### src/rtl/mixer_pkg.sv
// Shared types and helpers for the LO mixer.
// Assumes a 3-bit phase index over one eighth-rate LO period.
package mixer_pkg;

    typedef enum logic [1:0] {
        LO_NONE    = 2'd0,
        LO_HALF    = 2'd1,
        LO_QUARTER = 2'd2,
        LO_EIGHTH  = 2'd3
    } lo_sel_e;

    // Cosine of idx*45 degrees scaled by 2**frac, diagonal rounded to nearest.
    function automatic int lo_coef(input logic [2:0] idx, input int frac);
        int one;
        int diag;
        one  = 1 << frac;
        diag = int'((longint'(46341) * (longint'(1) << frac) + 64'sd32768) >>> 16);
        case (idx)
            3'd0:    lo_coef = one;
            3'd1:    lo_coef = diag;
            3'd2:    lo_coef = 0;
            3'd3:    lo_coef = -diag;
            3'd4:    lo_coef = -one;
            3'd5:    lo_coef = -diag;
            3'd6:    lo_coef = 0;
            default: lo_coef = diag;
        endcase
    endfunction

endpackage

### src/rtl/lo_phase_gen.sv
// LO phase counter and coefficient lookup.
// Gives the cosine/sine pair for the sample presented this cycle and
// flags odd phases for zero insertion. Restarts phase on any mode change.
// Assumes COEF_W >= COEF_FRAC + 2 so that unity fits.
module lo_phase_gen
    import mixer_pkg::*;
#(
    parameter int COEF_W    = 15,
    parameter int COEF_FRAC = 13
) (
    input  logic                     clk,
    input  logic                     rst_n,
    input  logic [1:0]               lo_sel,
    input  logic                     coupled,
    input  logic                     zstuff,
    output logic signed [COEF_W-1:0] cos_o,
    output logic signed [COEF_W-1:0] sin_o,
    output logic                     slot_odd_o
);
    localparam int CFG_W = 4;

    logic [2:0]       ph_q;
    logic [2:0]       ph_use;
    logic [2:0]       idx;
    logic [CFG_W-1:0] cfg_now;
    logic [CFG_W-1:0] cfg_q;
    logic             cfg_chg;

    // Detect a configuration change and pick the phase for this sample.
    always_comb begin
        cfg_now = {lo_sel, coupled, zstuff};
        cfg_chg = (cfg_now != cfg_q);
        ph_use  = cfg_chg ? 3'd0 : ph_q;
    end

    // Map phase onto the eighth-rate table according to the LO choice.
    always_comb begin
        case (lo_sel_e'(lo_sel))
            LO_HALF:    idx = {ph_use[0], 2'b00};
            LO_QUARTER: idx = {ph_use[1:0], 1'b0};
            LO_EIGHTH:  idx = ph_use;
            default:    idx = 3'd0;
        endcase
        cos_o      = COEF_W'(lo_coef(idx, COEF_FRAC));
        sin_o      = COEF_W'(lo_coef(idx - 3'd2, COEF_FRAC));
        slot_odd_o = ph_use[0];
    end

    // Advance the phase and remember the configuration.
    always_ff @(posedge clk) begin
        if (!rst_n) begin
            ph_q  <= 3'd0;
            cfg_q <= cfg_now;
        end else begin
            ph_q  <= ph_use + 3'd1;
            cfg_q <= cfg_now;
        end
    end

    // a change restarts the sequence, so the next stored phase is 1.
    a_r8_phase_restart: assert property (@(posedge clk) disable iff (!rst_n)
        cfg_chg |=> (ph_q == 3'd1));

    // without a change the phase steps by exactly one.
    a_r8_phase_step: assert property (@(posedge clk) disable iff (!rst_n)
        !cfg_chg |=> (ph_q == $past(ph_q) + 3'd1));

endmodule

### src/rtl/cmplx_mix.sv
// Two pipeline stages: capture samples, coefficients and trim settings
// (zero insertion applied here), then form the real or complex product.
// Assumes the coefficient scale 2**COEF_FRAC is unity.
module cmplx_mix #(
    parameter int SAMP_W    = 14,
    parameter int COEF_W    = 15,
    parameter int COEF_FRAC = 13,
    parameter int GAIN_W    = 12,
    parameter int MIX_W     = SAMP_W + COEF_W + 1 - COEF_FRAC
) (
    input  logic                     clk,
    input  logic                     rst_n,
    input  logic signed [SAMP_W-1:0] in_i,
    input  logic signed [SAMP_W-1:0] in_q,
    input  logic signed [COEF_W-1:0] cos_i,
    input  logic signed [COEF_W-1:0] sin_i,
    input  logic                     coupled,
    input  logic                     zstuff,
    input  logic                     slot_odd,
    input  logic [GAIN_W-1:0]        gain_i [2],
    input  logic signed [SAMP_W-1:0] ofs_i  [2],
    output logic signed [MIX_W-1:0]  mix_o  [2],
    output logic [GAIN_W-1:0]        gain_o [2],
    output logic signed [SAMP_W-1:0] ofs_o  [2]
);
    localparam int PROD_W = SAMP_W + COEF_W;
    localparam int SUM_W  = PROD_W + 1;

    logic signed [SAMP_W-1:0] s1_i, s1_q;
    logic signed [COEF_W-1:0] s1_cos, s1_sin;
    logic                     s1_cpl;
    logic [GAIN_W-1:0]        s1_gain [2];
    logic signed [SAMP_W-1:0] s1_ofs  [2];
    logic                     kill;
    logic signed [PROD_W-1:0] p_ic, p_qs, p_is, p_qc;
    logic signed [SUM_W-1:0]  sum_a, sum_b;

    assign kill = zstuff && slot_odd;

    // Stage 1: register the sample (zeroed on odd stuffing slots) and settings.
    always_ff @(posedge clk) begin
        if (!rst_n) begin
            s1_i   <= '0;
            s1_q   <= '0;
            s1_cos <= '0;
            s1_sin <= '0;
            s1_cpl <= 1'b0;
            for (int c = 0; c < 2; c++) begin
                s1_gain[c] <= '0;
                s1_ofs[c]  <= '0;
            end
        end else begin
            s1_i   <= kill ? '0 : in_i;
            s1_q   <= kill ? '0 : in_q;
            s1_cos <= cos_i;
            s1_sin <= sin_i;
            s1_cpl <= coupled;
            for (int c = 0; c < 2; c++) begin
                s1_gain[c] <= gain_i[c];
                s1_ofs[c]  <= ofs_i[c];
            end
        end
    end

    // Form the four partial products and combine them per mode.
    always_comb begin
        p_ic  = s1_i * s1_cos;
        p_qs  = s1_q * s1_sin;
        p_is  = s1_i * s1_sin;
        p_qc  = s1_q * s1_cos;
        sum_a = s1_cpl ? (SUM_W'(p_ic) - SUM_W'(p_qs)) : SUM_W'(p_ic);
        sum_b = s1_cpl ? (SUM_W'(p_is) + SUM_W'(p_qc)) : SUM_W'(p_qc);
    end

    // Stage 2: scale back to sample units and carry the trim settings.
    always_ff @(posedge clk) begin
        if (!rst_n) begin
            for (int c = 0; c < 2; c++) begin
                mix_o[c]  <= '0;
                gain_o[c] <= '0;
                ofs_o[c]  <= '0;
            end
        end else begin
            mix_o[0] <= MIX_W'(sum_a >>> COEF_FRAC);
            mix_o[1] <= MIX_W'(sum_b >>> COEF_FRAC);
            for (int c = 0; c < 2; c++) begin
                gain_o[c] <= s1_gain[c];
                ofs_o[c]  <= s1_ofs[c];
            end
        end
    end

    // an odd slot with insertion enabled reaches the multipliers as zero.
    a_r9_stuff_zero: assert property (@(posedge clk) disable iff (!rst_n)
        kill |=> (s1_i == '0 && s1_q == '0));

    // an independent pair with zero Q input gives zero on channel B.
    a_r6_indep_b: assert property (@(posedge clk) disable iff (!rst_n)
        (!s1_cpl && s1_q == '0) |=> (mix_o[1] == '0));

endmodule

### src/rtl/gain_trim.sv
// One channel's trim stage: gain multiply, offset add, clamp, register.
// Assumes the sum word is wider than the output word.
module gain_trim #(
    parameter int SAMP_W    = 14,
    parameter int MIX_W     = 17,
    parameter int GAIN_W    = 12,
    parameter int GAIN_FRAC = 10
) (
    input  logic                     clk,
    input  logic                     rst_n,
    input  logic signed [MIX_W-1:0]  mix_i,
    input  logic [GAIN_W-1:0]        gain_i,
    input  logic signed [SAMP_W-1:0] ofs_i,
    output logic signed [SAMP_W-1:0] out_o
);
    localparam int PW    = MIX_W + GAIN_W + 1;
    localparam int SH_W  = PW - GAIN_FRAC;
    localparam int SUM_W = SH_W + 1;
    localparam logic signed [SUM_W-1:0] HI = SUM_W'(2 ** (SAMP_W - 1) - 1);
    localparam logic signed [SUM_W-1:0] LO = -SUM_W'(2 ** (SAMP_W - 1));

    logic signed [PW-1:0]    prod;
    logic signed [SH_W-1:0]  shd;
    logic signed [SUM_W-1:0] sum;

    // Scale by the gain and add the offset at full width.
    always_comb begin
        prod = mix_i * $signed({1'b0, gain_i});
        shd  = SH_W'(prod >>> GAIN_FRAC);
        sum  = SUM_W'(shd) + SUM_W'(ofs_i);
    end

    // Clamp into the output range and register.
    always_ff @(posedge clk) begin
        if (!rst_n)         out_o <= '0;
        else if (sum > HI)  out_o <= SAMP_W'(HI);
        else if (sum < LO)  out_o <= SAMP_W'(LO);
        else                out_o <= SAMP_W'(sum);
    end

    // overflow upward pins the output at the top value.
    a_r11_clamp_hi: assert property (@(posedge clk) disable iff (!rst_n)
        (sum > HI) |=> (out_o == SAMP_W'(HI)));

    // overflow downward pins the output at the bottom value.
    a_r11_clamp_lo: assert property (@(posedge clk) disable iff (!rst_n)
        (sum < LO) |=> (out_o == SAMP_W'(LO)));

endmodule

### src/rtl/iq_lo_mixer.sv
// Top level: LO generation, real/complex mixing with optional zero
// insertion, then per-channel gain, offset and clamp. Three-register path.
// Assumes in_i/in_q arrive at the output sample rate, one per clock.
module iq_lo_mixer #(
    parameter int SAMP_W    = 14,
    parameter int COEF_W    = 15,
    parameter int COEF_FRAC = 13,
    parameter int GAIN_W    = 12,
    parameter int GAIN_FRAC = 10
) (
    input  logic                     clk,
    input  logic                     rst_n,
    input  logic [1:0]               lo_sel,
    input  logic                     coupled,
    input  logic                     zstuff,
    input  logic signed [SAMP_W-1:0] in_i,
    input  logic signed [SAMP_W-1:0] in_q,
    input  logic [GAIN_W-1:0]        gain_a,
    input  logic [GAIN_W-1:0]        gain_b,
    input  logic signed [SAMP_W-1:0] ofs_a,
    input  logic signed [SAMP_W-1:0] ofs_b,
    output logic signed [SAMP_W-1:0] out_a,
    output logic signed [SAMP_W-1:0] out_b
);
    localparam int MIX_W = SAMP_W + COEF_W + 1 - COEF_FRAC;
    localparam int NCH   = 2;

    logic signed [COEF_W-1:0] cos_w, sin_w;
    logic                     slot_odd;
    logic [GAIN_W-1:0]        gain_in [NCH];
    logic signed [SAMP_W-1:0] ofs_in  [NCH];
    logic signed [MIX_W-1:0]  mix_w   [NCH];
    logic [GAIN_W-1:0]        gain_w  [NCH];
    logic signed [SAMP_W-1:0] ofs_w   [NCH];
    logic signed [SAMP_W-1:0] out_w   [NCH];

    // Gather per-channel settings into arrays.
    always_comb begin
        gain_in[0] = gain_a;
        gain_in[1] = gain_b;
        ofs_in[0]  = ofs_a;
        ofs_in[1]  = ofs_b;
    end

    lo_phase_gen #(.COEF_W(COEF_W), .COEF_FRAC(COEF_FRAC)) u_lo (
        .clk(clk), .rst_n(rst_n), .lo_sel(lo_sel), .coupled(coupled),
        .zstuff(zstuff), .cos_o(cos_w), .sin_o(sin_w), .slot_odd_o(slot_odd)
    );

    cmplx_mix #(.SAMP_W(SAMP_W), .COEF_W(COEF_W), .COEF_FRAC(COEF_FRAC),
                .GAIN_W(GAIN_W), .MIX_W(MIX_W)) u_mix (
        .clk(clk), .rst_n(rst_n), .in_i(in_i), .in_q(in_q),
        .cos_i(cos_w), .sin_i(sin_w), .coupled(coupled), .zstuff(zstuff),
        .slot_odd(slot_odd), .gain_i(gain_in), .ofs_i(ofs_in),
        .mix_o(mix_w), .gain_o(gain_w), .ofs_o(ofs_w)
    );

    for (genvar c = 0; c < NCH; c++) begin : g_trim
        gain_trim #(.SAMP_W(SAMP_W), .MIX_W(MIX_W), .GAIN_W(GAIN_W),
                    .GAIN_FRAC(GAIN_FRAC)) u_trim (
            .clk(clk), .rst_n(rst_n), .mix_i(mix_w[c]), .gain_i(gain_w[c]),
            .ofs_i(ofs_w[c]), .out_o(out_w[c])
        );
    end

    assign out_a = out_w[0];
    assign out_b = out_w[1];

    // with no mixing, zero input, unity gain and zero offset, the result is zero three edges later.
    a_r2_bypass_zero: assert property (@(posedge clk) disable iff (!rst_n)
        (lo_sel == 2'd0 && in_i == '0 && gain_a != '0 && ofs_a == '0)
        |=> ##2 ($past(rst_n, 2) ? (out_a == '0) : 1'b1));

endmodule

### config.mk
export PLATFORM = sky130hd
export DESIGN_NAME = iq_lo_mixer
export DESIGN_NICKNAME = d
export VERILOG_FILES = /design/src/rtl/mixer_pkg.sv /design/src/rtl/lo_phase_gen.sv /design/src/rtl/cmplx_mix.sv /design/src/rtl/gain_trim.sv /design/src/rtl/iq_lo_mixer.sv
export SDC_FILE = /design/constraint.sdc
export NUM_CORES = 2
export LEC_CHECK = 0
export ABC_AREA = 1
export BUFFER_PORTS_ARGS = -buffer_cell sky130_fd_sc_hd__buf_4
export CORE_MARGIN = 5
export CORE_UTILIZATION = 50
export CTS_BUF_LIST = sky130_fd_sc_hd__clkbuf_16
export CTS_CLUSTER_SIZE = 25
export DETAILED_ROUTE_END_ITERATION = 8
export PLACE_DENSITY_LB_ADDON = 0.25
export SKIP_CTS_REPAIR_TIMING = 1
export SYNTH_ARGS = -nofsm -noshare
export SYNTH_HDL_FRONTEND = slang
export SYNTH_HIERARCHICAL = 1
export SYNTH_SLANG_ARGS = --single-unit
### constraint.sdc
create_clock -name clk -period 13.2 [get_ports clk]
set_input_delay 1.32 -clock clk [delete_from_list [all_inputs] [get_ports clk]]
set_output_delay 1.32 -clock clk [all_outputs]
set_load 0.01 [all_outputs]
==> impl_metrics.toml <==
[status]
status = "completed"

[layout]
drive_gt1_share_pct = 4.54
final_nets = 9775
multi_input_area_um2 = 46300
num-fill-cells = 11800
regArea_um2 = 4660
syn2layout_area_growth_pct = 4.83

[critical_path]
cp.required_ns = 13.78
path_class = "reg -> reg"
cp_max_fo = 28
cp-start-kind = "register"
slowest_stage = "dfxtp_1"
critPathMaxStageDelay_ns = 1.03
rr_startpoint = "u_mix/s1_cos[14]"
cp_common_cell = "fa_1"
cp-startpoint = "u_mix/s1_cos[14]"
setup.worst_path.end_class = "register"
critPathArrivalTime_ns = 11.91

[pwr]
power_density_nw_per_um2 = 53.4
p_leak_uw = 0.0387
total_power_uw = 3440
peakVddDrop_mv = 0.121

[clocking]
cts_root_buf = "clkbuf_16"
clock_latency_ns = 0.65
cts_tree = "done"
clock_sinks = 232
cts_buffer_depth = 3
htree_levels = 1
clkTransAtPathRegs_ns = 0.07
numCtsBuffers = 31

[timing]
setup_violations = 0
maxSlewViolCount = 0
min_period_ns = 11.33
slew_headroom_pct = 27.6
finalSetupTns_ns = 0
skew_ns = 0.0224
fin_crit_sh_pct = 85.8
rsz0062_at_grt = "no"
fmax_ghz = 0.0883
hold_violations = 0
worst_pin_slew_ns = 1.08

[floorplan]
die_w_um = 360
io-pin-count = 114
die_y_um = 360
rows = 128
die-area_um2 = 130000
core_area_um2 = 122000
start_util_pct = 50.4

[global_routing]
grt_pass1_wl_um = 272000
grt_util_all_layers_pct = 26.2
grt-ovfl-total = 0
grt_max_degree = 74
first_global_vias = 50600
antenna_found_initial = 2

[logic_synthesis]
yosysMostFrequentCell = "inv_1"
syn_area_per_cell_um2 = 7.61
synth_top_area_share_pct = 41.6
synth_top_area_cell = "fa_1"
synth_commonest_cells = "inv_1 (2,423), nand2_1 (2,081), fa_1 (1,275)"
syn-num-nets = 9896
synth_cell_types = 53
async_reset_ff_share_pct = 0
syn_inst = 8067
synth-edff-count = 0
synth_ff_type = "dfxtp_1"
syn_area_um2 = 61400
yosysSeqAreaShare_pct = 7.56
yosys_register_bits = 232
synth_area_leaders = "fa_1 (42%), inv_1 (15%), nand2_1 (13%)"
ys.warnings.count = 6

[placement]
io_buffer_count = 113
dp_hpwl_um = 140000
place_congestion = 0.969

[routing]
drtIter0Drc = 3496
routed_via_density = 5.01
drt-wirelength-per-cell_um = 17.4
drc = 0
num_vias = 48000
dr.pass1.iters = 6
antenna_left = 0
drt_wl_total_um = 167000

[hold_path]
hold_class = "reg -> reg"
min_from = "u_mix/s1_gain[0][3]"

[run]
max_cap_viol_count = 0
metrics by stage:
stage          std cells  util, %  setup slack, ns  area (um^2)  hold slack, ns
6_report            9595     52.8             1.87        64400           0.413
5_1_grt             9594     52.8             1.26        64400           0.427
4_1_cts             9594     52.8             1.91        64400           0.414
3_5_place_dp        9538     52.0             1.92        63400           0.400
3_3_place_gp        9538     52.0             2.03        63400           0.395
2_1_floorplan       8067        -             3.24        61400           0.390
worst paths after layout:
| path | slack (ns) | to | cells after the start |
|---|---|---|---|
| worst max-delay path | 1.87 | u_mix/mix_o[12] | 41 |
| worst min-delay path | 0.41 | u_mix/gain_o[15] | 2 |
| worst max register to register | 1.87 | u_mix/mix_o[12] | 41 |
| worst min register to register | 0.41 | u_mix/gain_o[15] | 2 |
layer usage:
layer | part of all wire (%) | GRT usage, % | up-vias
met1 | 42 | 35.8 | 23600
met4 | 3.2 | 6.89 | 4
li1 | - | - | 22600
met2 | 46 | 43.4 | 1607
met5 | 0.019 | 0 | -
met3 | 8.3 | 4.62 | 279
worst max-delay path: cells and delay by family, from the launching register on:
kind	cells	cell delay, ns
and+or+nand+nor	11	1.43
AOI/OAI and AO/OA	6	1.09
DFF	1	1.03
adders and majority gates	14	7.06
buffers and inverters	10	0.64
state kept, by name (all words and copies together), names as in the netlist:
name / flops
g_trim.u_trim/out_o: 28
u_lo/cfg_q: 4
u_lo/ph_q: 3
u_mix/gain_o: 24
u_mix/mix_o: 34
u_mix/ofs_o: 28
u_mix/s1_cos: 15
u_mix/s1_cpl: 1
u_mix/s1_gain: 24
u_mix/s1_i: 14
u_mix/s1_ofs: 28
u_mix/s1_q: 14
u_mix/s1_sin: 15
placed cells by master (no fill, tap or decap), types with 58 or more instances in the layout:
master | netlist | layout
fa_1 | 1275 | 1275
nand2_1 | 2081 | 2081
nand3_1 | 177 | 177
xnor2_1 | 58 | 58
dfxtp_1 | 232 | 216
o21ai_0 | 114 | 114
nor2_1 | 284 | 284
a21oi_1 | 242 | 242
ha_1 | 468 | 468
xor2_1 | 81 | 81
buf_4 | 22 | 158
inv_1 | 2423 | 2427
layout make-up:
cell class,instances,share of cell area [%]
Clock inverter,25,0.371
Tap cell,1625,3.16
Timing Repair Buffer,159,1.86
Clock buffer,31,1.21
Antenna cell,1,0.00389
Sequential cell,232,7.25
Inverter,2440,14.2
Multi-Input combinational cell,5082,71.9
logic make-up after synthesis:
logic type,synth area share (%)
flops,7.56
compound gates,4.12
xor+xnor,2.01
buf+inv,17.0
fa+ha+maj,51.1
simple gates,18.2
where the power goes:
part	leakage (uW)	internal (uW)	switching, uW	total (uW)
Clock	0.000507	490	385	874
Combinational	0.0362	599	1070	1660
Sequential	0.00193	765	134	899
Power figures use the tool's default switching activity.
